<file path="src/rtl/bsh_pkg.sv">
package bsh_pkg;

  typedef enum logic [1:0] {
    KIND_SLL = 2'b00,
    KIND_SRL = 2'b01,
    KIND_SRA = 2'b10,
    KIND_ROR = 2'b11
  } shift_kind_e;

  typedef enum logic [1:0] {
    FORM_IMM    = 2'b00,
    FORM_IMM_HI = 2'b01,
    FORM_VAR    = 2'b10,
    FORM_NONE   = 2'b11
  } amt_form_e;

  function automatic shift_kind_e op_kind(input logic [3:0] op);
    return shift_kind_e'(op[3:2]);
  endfunction

  function automatic amt_form_e op_form(input logic [3:0] op);
    return amt_form_e'(op[1:0]);
  endfunction

endpackage

</file>
<file path="src/rtl/bsh_amount_sel.sv">
module bsh_amount_sel
  import bsh_pkg::*;
#(
  parameter int DATA_W = 64,
  localparam int AMT_W = $clog2(DATA_W),
  localparam int IMM_W = AMT_W - 1
) (
  input  amt_form_e          form_i,
  input  logic [IMM_W-1:0]   imm_i,
  input  logic [DATA_W-1:0]  amt_reg_i,
  output logic [AMT_W-1:0]   amt_o
);

  localparam logic [DATA_W-1:0] LOW_MASK = DATA_W'((1 << AMT_W) - 1);

  logic [DATA_W-1:0] reg_clipped;

  assign reg_clipped = amt_reg_i & LOW_MASK;

  always_comb begin
    unique case (form_i)
      FORM_IMM:    amt_o = {1'b0, imm_i};
      FORM_IMM_HI: amt_o = {1'b1, imm_i};
      FORM_VAR:    amt_o = AMT_W'(reg_clipped);
      default:     amt_o = '0;
    endcase
  end

  always_comb begin
    if (form_i == FORM_IMM_HI)
      assert_hi_form_half_R6: assert (amt_o >= AMT_W'(DATA_W / 2))
        else $error("plus-half form produced amount below half width");
    if (form_i == FORM_IMM)
      assert_imm_form_low_R5: assert (amt_o < AMT_W'(DATA_W / 2))
        else $error("immediate form produced amount at or above half width");
  end

endmodule

</file>
<file path="src/rtl/bsh_rotator.sv">
module bsh_rotator #(
  parameter int DATA_W = 64,
  localparam int AMT_W = $clog2(DATA_W)
) (
  input  logic [DATA_W-1:0] data_i,
  input  logic [AMT_W-1:0]  amt_i,
  output logic [DATA_W-1:0] rot_o
);

  logic [DATA_W-1:0] stage [AMT_W+1];

  assign stage[0] = data_i;

  for (genvar s = 0; s < AMT_W; s++) begin : g_stage
    localparam int SH = 1 << s;
    assign stage[s+1] = amt_i[s] ? {stage[s][SH-1:0], stage[s][DATA_W-1:SH]}
                                 : stage[s];
  end

  assign rot_o = stage[AMT_W];

  always_comb begin
    assert_rot_keeps_ones_R4: assert ($countones(rot_o) == $countones(data_i))
      else $error("rotation changed the number of set bits");
    assert_rot_lsb_source_R4: assert (rot_o[0] == data_i[amt_i])
      else $error("rotation placed the wrong bit at position zero");
  end

endmodule

</file>
<file path="src/rtl/bsh_mask_gen.sv">
module bsh_mask_gen #(
  parameter int DATA_W = 64,
  localparam int AMT_W = $clog2(DATA_W)
) (
  input  logic [AMT_W-1:0]  amt_i,
  output logic [DATA_W-1:0] keep_o
);

  always_comb begin
    for (int b = 0; b < DATA_W; b++)
      keep_o[b] = (b < DATA_W - int'(amt_i));
  end

  always_comb begin
    assert_keep_count_R2: assert ($countones(keep_o) == DATA_W - int'(amt_i))
      else $error("keep mask width does not match amount");
    assert_keep_lsb_R8: assert (keep_o[0])
      else $error("keep mask lost bit zero");
  end

endmodule

</file>
<file path="src/rtl/bsh_shift_unit.sv">
module bsh_shift_unit
  import bsh_pkg::*;
#(
  parameter int DATA_W = 64,
  localparam int AMT_W = $clog2(DATA_W),
  localparam int IMM_W = AMT_W - 1
) (
  input  logic [DATA_W-1:0] opnd_i,
  input  logic [IMM_W-1:0]  imm_i,
  input  logic [DATA_W-1:0] amt_reg_i,
  input  logic [3:0]        op_i,
  output logic [DATA_W-1:0] res_o
);

  function automatic logic [DATA_W-1:0] mirror(input logic [DATA_W-1:0] v);
    logic [DATA_W-1:0] r;
    for (int b = 0; b < DATA_W; b++) r[b] = v[DATA_W-1-b];
    return r;
  endfunction

  shift_kind_e       kind;
  amt_form_e         form;
  logic [AMT_W-1:0]  eff_amt;
  logic              go_left;
  logic              sign_fill;
  logic [DATA_W-1:0] pre_rot;
  logic [DATA_W-1:0] rot;
  logic [DATA_W-1:0] keep;
  logic [DATA_W-1:0] shifted;

  assign kind      = op_kind(op_i);
  assign form      = op_form(op_i);
  assign go_left   = (kind == KIND_SLL);
  assign sign_fill = (kind == KIND_SRA) && opnd_i[DATA_W-1];
  assign pre_rot   = go_left ? mirror(opnd_i) : opnd_i;

  bsh_amount_sel #(.DATA_W(DATA_W)) u_amt (
    .form_i    (form),
    .imm_i     (imm_i),
    .amt_reg_i (amt_reg_i),
    .amt_o     (eff_amt)
  );

  bsh_rotator #(.DATA_W(DATA_W)) u_rot (
    .data_i (pre_rot),
    .amt_i  (eff_amt),
    .rot_o  (rot)
  );

  bsh_mask_gen #(.DATA_W(DATA_W)) u_mask (
    .amt_i  (eff_amt),
    .keep_o (keep)
  );

  assign shifted = (rot & keep) | (sign_fill ? ~keep : '0);

  always_comb begin
    if (form == FORM_NONE)        res_o = '0;
    else if (kind == KIND_ROR)    res_o = rot;
    else if (go_left)             res_o = mirror(shifted);
    else                          res_o = shifted;
  end

  logic [DATA_W-1:0] low_fill;
  assign low_fill = ~({DATA_W{1'b1}} << eff_amt);

  always_comb begin
    if (form != FORM_NONE && eff_amt == '0)
      assert_zero_amt_identity_R8: assert (res_o == opnd_i)
        else $error("zero amount altered the operand");
    if (form != FORM_NONE && kind == KIND_SLL)
      assert_sll_low_clear_R1: assert ((res_o & low_fill) == '0)
        else $error("left shift left vacated low bits set");
    if (form != FORM_NONE && kind == KIND_SRA)
      assert_sra_sign_kept_R3: assert (res_o[DATA_W-1] == opnd_i[DATA_W-1])
        else $error("arithmetic shift lost the sign");
    if (form == FORM_NONE)
      assert_unused_form_zero_R9: assert (res_o == '0)
        else $error("unused form produced non-zero result");
  end

endmodule

</file>
<file path="config.mk">
export PLATFORM = sky130hd
export DESIGN_NAME = bsh_shift_unit
export DESIGN_NICKNAME = d
export VERILOG_FILES = /design/src/rtl/bsh_pkg.sv /design/src/rtl/bsh_amount_sel.sv /design/src/rtl/bsh_rotator.sv /design/src/rtl/bsh_mask_gen.sv /design/src/rtl/bsh_shift_unit.sv
export SDC_FILE = /design/constraint.sdc
export NUM_CORES = 1
export LEC_CHECK = 0
export BUFFER_PORTS_ARGS = -buffer_cell sky130_fd_sc_hd__buf_4
export CAP_MARGIN = 15
export CORE_ASPECT_RATIO = 1.25
export CORE_MARGIN = 3
export CORE_UTILIZATION = 40
export DETAILED_ROUTE_END_ITERATION = 12
export SETUP_SLACK_MARGIN = 0.2
export SLEW_MARGIN = 20
export SYNTH_ARGS = -nofsm -noshare
export SYNTH_HDL_FRONTEND = slang
export SYNTH_SLANG_ARGS = --single-unit
</file>
<file path="constraint.sdc">
create_clock -name vclk -period 5.37
set_input_delay 0.8055 -clock vclk [all_inputs]
set_output_delay 0.8055 -clock vclk [all_outputs]
set_load 0.02 [all_outputs]
</file>
==> impl_metrics.tcl, run 1 <==
set metrics [dict create \
    via_per_inst 6.82 \
    die_w_um 139 \
    max_freq_ghz 0.200 \
    fillers 2240 \
    hpwl_um 37000 \
    finalHoldViolations 0 \
    min_period_ps 4990 \
    regArea_um2 0 \
    ir_drop_uv 85.5 \
    synth_top_area_share_pct 33.1 \
    nClkBuffers 0 \
    dieArea_um2 23800 \
    fin_total_pwr_mw 2.16 \
    first_pass_iters 7 \
    end_kind "output port" \
    fin_util_pct 48.1 \
    antenna_left 0 \
    hold_path_class "input pin to output port" \
    cp_data_arrival_time_ps 4180 \
    synth_common_cells "mux2i_1, a21oi_1, nand2_1" \
    outcome "completed" \
    hold-worst-slack_ps 2400 \
    synthTopCellsByArea "mux2i_1, a21oi_1, mux2_2" \
    post-synth-top-count-cell "mux2i_1" \
    synth.avg_cell_area_um2 7.18 \
    p_leak_nw 4.67 \
    placed_area_um2 10300 \
    design_area_um2 10400 \
    drc 0 \
    synth_nets 1363 \
    power.density_nw_per_um2 209 \
    vias 11000 \
    antenna_cells 0 \
    coreArea_um2 21500 \
    rows 60 \
    slowest_stage "mux4_2" \
    rsz0062_at_grt "no" \
    yosysUniqueCellTypes 95 \
    seq_cell_count 0 \
    grt_max_degree 58 \
    crit_fanout 14 \
    grt_pass1_wl_um 67600 \
    seq_area_frac_synth_pct 0 \
    multi_input_area_um2 8170 \
    synthCells 1224 \
    cpMostUsedCell "mux2i_1" \
    yosys.area.top_type "mux2i_1" \
    syn-cell-area_um2 8790 \
    required_ps 4560 \
    ios 201 \
    slew_headroom_pct 43.0 \
    setup_viol 0 \
    start_util_pct 40.8 \
    die_h_um 172 \
    globalRouteOverflowTotal 0 \
    track_usage_pct 36.5 \
    maxSlewViolCount 0 \
    wl_per_cell_um 28.3 \
    cp-startpoint "op_i[2]" \
    crit_end "res_o[17]" \
    worst_slew_pin_slew_ps 848 \
    final_nets 1480 \
    max-cap-violations 0 \
    worst_setup_path_start_kind "input pin" \
    finalWirelength_um 45800 \
    slowest_delay_ps 550 \
    holdBufCountCts 0 \
    place_congestion 1.10 \
    first_iter_violations 1194 \
    critPathKind "input pin to output port" \
    drive_above_1_share_pct 23.8 \
    port_buffers 143 \
    crit_path_cell_trace "buf_4 -> nor2_4 -> buf_4 -> mux2i_1 -> mux2i_1 -> mux2i_1 -> a21oi_1 -> mux4_2 -> mux2i_1 -> nor2_1 -> a32oi_1 -> o21ai_1 -> buf_4" \
    antenna_found_initial 0 \
    grt_pass1_vias 10700 \
    fin_crit_sh_pct 92.9 \
    areaGrowthSynthToFinish_pct 17.9 \
    yosys_warnings 0 \
    setup_tns_ps 0 \
]
through the flow:
stage	instances	setup slack (ps)
after CTS	1615	292
after detailed placement	1615	311
after floorplan	1224	314
after global placement	1615	341
final	1618	382
after global routing	1618	202
kinds of logic (layout without fill, tap and decap cells):
group                    after synthesis  in the layout  share of synthesized area, %
AND/OR/NAND/NOR                      334            334                          18.1
multiplexers                         343            343                          41.4
buffers and inverters                126            241                          7.49
XOR/XNOR                               4              4                         0.398
adder cells (fa/ha/maj)                4              4                         0.512
AO/OA/AOI/OAI                        413            413                          32.1
cell usage in the layout (no fill, tap or decap), types with 11 or more instances in the layout:
cell type | Yosys | routed
mux2i_1 | 291 | 291
buf_4 | 10 | 229
a21oi_1 | 110 | 108
nand2_1 | 103 | 103
nor2_1 | 95 | 95
o21ai_0 | 65 | 64
mux2_2 | 36 | 36
nand3_1 | 31 | 31
nor3_1 | 30 | 30
o22ai_1 | 24 | 24
a22oi_1 | 22 | 22
a31oi_1 | 15 | 15
and3_1 | 14 | 14
o21a_1 | 13 | 13
o221ai_1 | 12 | 12
a221oi_1 | 11 | 11
mux4_2 | 11 | 11
a211oi_1 | 11 | 11
o211a_1 | 11 | 11
layer usage:
| metal | track usage, % | routed length (µm) | part of all wire, % | vias to the layer above |
|---|---|---|---|---|
| met5 | 0 | 0 | 0 | - |
| met4 | 23.2 | 3600 | 7.8 | 0 |
| met3 | 4.09 | 3130 | 6.8 | 173 |
| met2 | 63.9 | 21400 | 47 | 664 |
| met1 | 42.6 | 17700 | 39 | 5198 |
| li1 | - | - | - | 5003 |
final cells by class:
| cell class | count | area share, % |
|---|---|---|
| multi-input combinational | 1098 | 78.8 |
| timing repair buffer | 234 | 17.6 |
| tap | 279 | 3.37 |
| inverter | 7 | 0.278 |
where the power goes:
group	total (mW)	internal [mW]	leakage, nW	switching (mW)
logic	2.16	0.813	4.67	1.35
clock network	0	0	0	0
registers	0	0	0	0
critical path: cells and delay by family:
kind	cells	cell delay (ps)
multiplexers	5	1830
AO/OA/AOI/OAI	3	590
buffers and inverters	3	580
AND/OR/NAND/NOR	2	370
timing repair:
item	4_1_cts	5_1_grt
setup buffers	0	3
resized for setup	0	4
endpoints found under the setup margin	0	11
worst min path at each step:
stage | from | endpoint | slack [ps] | cells after the start
finish | op_i[0] | res_o[41] | 2400 | 5
detailed placement | opnd_i[63] | res_o[40] | 2380 | 5
global placement | opnd_i[63] | res_o[40] | 2370 | 5
global route | opnd_i[63] | res_o[40] | 2410 | 5
CTS | opnd_i[63] | res_o[40] | 2380 | 5
floorplan | op_i[0] | res_o[15] | 2010 | 3
Note: power is estimated with default switching activity, not from simulation.
==> run 2: changes to the inputs <==
- RECOVER_POWER: not set -> 50
==> run 2 against run 1 <==
Worst setup slack worse by 100 ps. Critical path depth is 3 higher. First-iteration DRC count is 6.6% higher. Power is 1.2% lower. Largest cell class unchanged. Largest power group unchanged. Cell area is 0.82% lower. Die area stayed put. Routed wire length hardly changed. Global-route usage stayed put. Utilization is 0.39 points lower.
==> impl_metrics.tcl, run 2 (synthesis results as in run 1) <==
set metrics [dict create \
    hold-worst-slack_ps 2400 \
    start_util_pct 40.8 \
    globalRouteOverflowTotal 0 \
    slowest_stage "o21ai_0" \
    hpwl_um 37000 \
    required_ps 4560 \
    gr-usage-met1_pct 42.6 \
    worst_slew_pin_slew_ps 1010 \
    vias 11100 \
    rsz0062_at_grt "no" \
    cp_num_buf_inv 5 \
    place_congestion 1.10 \
    fin_crit_sh_pct 94.8 \
    crit_fanout 18 \
    maxSlewViolCount 0 \
    drc 0 \
    finalHoldViolations 0 \
    design_area_um2 10300 \
    holdBufCountCts 0 \
    areaGrowthSynthToFinish_pct 16.9 \
    max-cap-violations 0 \
    grt_pass1_vias 10700 \
    die_w_um 139 \
    wl_per_cell_um 28.4 \
    worst_setup_path_start_kind "input pin" \
    met2_usage_pct 63.9 \
    die_h_um 172 \
    min_path_cells 5 \
    cp_top_family "compound AO/OA/AOI/OAI gates" \
    coreArea_um2 21500 \
    track_usage_pct 36.5 \
    nClkBuffers 0 \
    dieArea_um2 23800 \
    critPathKind "input pin to output port" \
    drive_above_1_share_pct 22.2 \
    first_iter_violations 1273 \
    intPower_mw 0.792 \
    ir_drop_uv 80.0 \
    busiest_layer "met2" \
    min_period_ps 5090 \
    setup_viol 0 \
    cp_data_arrival_time_ps 4290 \
    power_frac_comb_pct 100.0 \
    ios 201 \
    hp-start "opnd_i[63]" \
    slew_headroom_pct 31.6 \
    port_buffers 143 \
    final_nets 1480 \
    final_common_cell "mux2i_1" \
    finalWirelength_um 45900 \
    antenna_found_initial 0 \
    seq_cell_count 0 \
    crit_path_cell_trace "buf_4 -> nand2b_1 -> nand2_8 -> inv_4 -> ha_1 -> nand3_1 -> buf_4 -> nand3_1 -> o221ai_1 -> nor2_1 -> buf_4 -> o21ai_0 -> nand2_1 -> a221o_1 -> nand3_1 -> buf_4" \
    via_per_inst 6.85 \
    antenna_cells 0 \
    rows 60 \
    power.density_nw_per_um2 208 \
    clock_power_share_pct 0 \
    antenna_left 0 \
    placed_area_um2 10300 \
    regArea_um2 0 \
    end_kind "output port" \
    outcome "completed" \
    power.switching_mw 1.34 \
    first_pass_iters 8 \
    grt_max_degree 58 \
    final_cell_mix "mux2i_1, buf_4, a21oi_1" \
    slowest_delay_ps 820 \
    fin_cells 1618 \
    p_sw_share_pct 62.9 \
    grt_pass1_wl_um 67600 \
    hold-path-endpoint "res_o[40]" \
    pwr-share-seq_pct 0 \
    max_freq_ghz 0.196 \
    hold_path_class "input pin to output port" \
    met3_usage_pct 4.09 \
    p_leak_nw 4.60 \
    place_inst 1615 \
    setup_tns_ps 0 \
    fin_util_pct 47.7 \
    cpMostUsedCell "buf_4" \
]
[run 2: cell types whose count changed in the layout (fill, tap and decap cells not counted), sizes merged]
cell,previous run,this run
buf,234,218
clkbuf,0,16
[run 2: power groups by stage]
stage          sequential [mW]  clock, mW  combinational [mW]
6_report                     0          0                2.14
5_1_grt                      0          0                2.26
4_1_cts                      0          0                2.11
3_5_place_dp                 0          0                2.10
3_3_place_gp                 0          0                2.10
2_1_floorplan                0          0                1.32
[run 2: cell type report]
type               instances  area [µm²]
fillers                 2259       11300
inverters                  7        28.8
multi-input cells       1098        8140
well taps                279         349
repair buffers           234        1760
[run 2: timing repair]
| action | 4_1_cts | 5_1_grt |
|---|---|---|
| setup buffers | 0 | 3 |
| gates resized for setup | 0 | 4 |
| endpoints found under the setup margin | 0 | 11 |
[run 2: worst max path at each step]
stage | start | end | depth (start not counted) | slack [ps]
floorplan | op_i[0] | res_o[1] | 17 | 310
global placement | op_i[2] | res_o[23] | 13 | 340
detailed placement | op_i[3] | res_o[23] | 13 | 310
CTS | op_i[2] | res_o[23] | 13 | 290
global route | op_i[2] | res_o[45] | 15 | 130
finish | op_i[1] | res_o[48] | 16 | 280
[run 2: layer usage]
layer  share of wire (%)  vias to the layer above
li1                    -                     5010
met1                  38                     5246
met2                  47                      656
met3                 7.0                      176
met4                 8.0                        0
met5                   0                        -
[run 2: through the flow]
step / power (mW) / setup WS, ps
2_1_floorplan: 1.32 / 314
3_3_place_gp: 2.10 / 341
3_5_place_dp: 2.10 / 311
4_1_cts: 2.11 / 292
5_1_grt: 2.26 / 125
6_report: 2.14 / 277
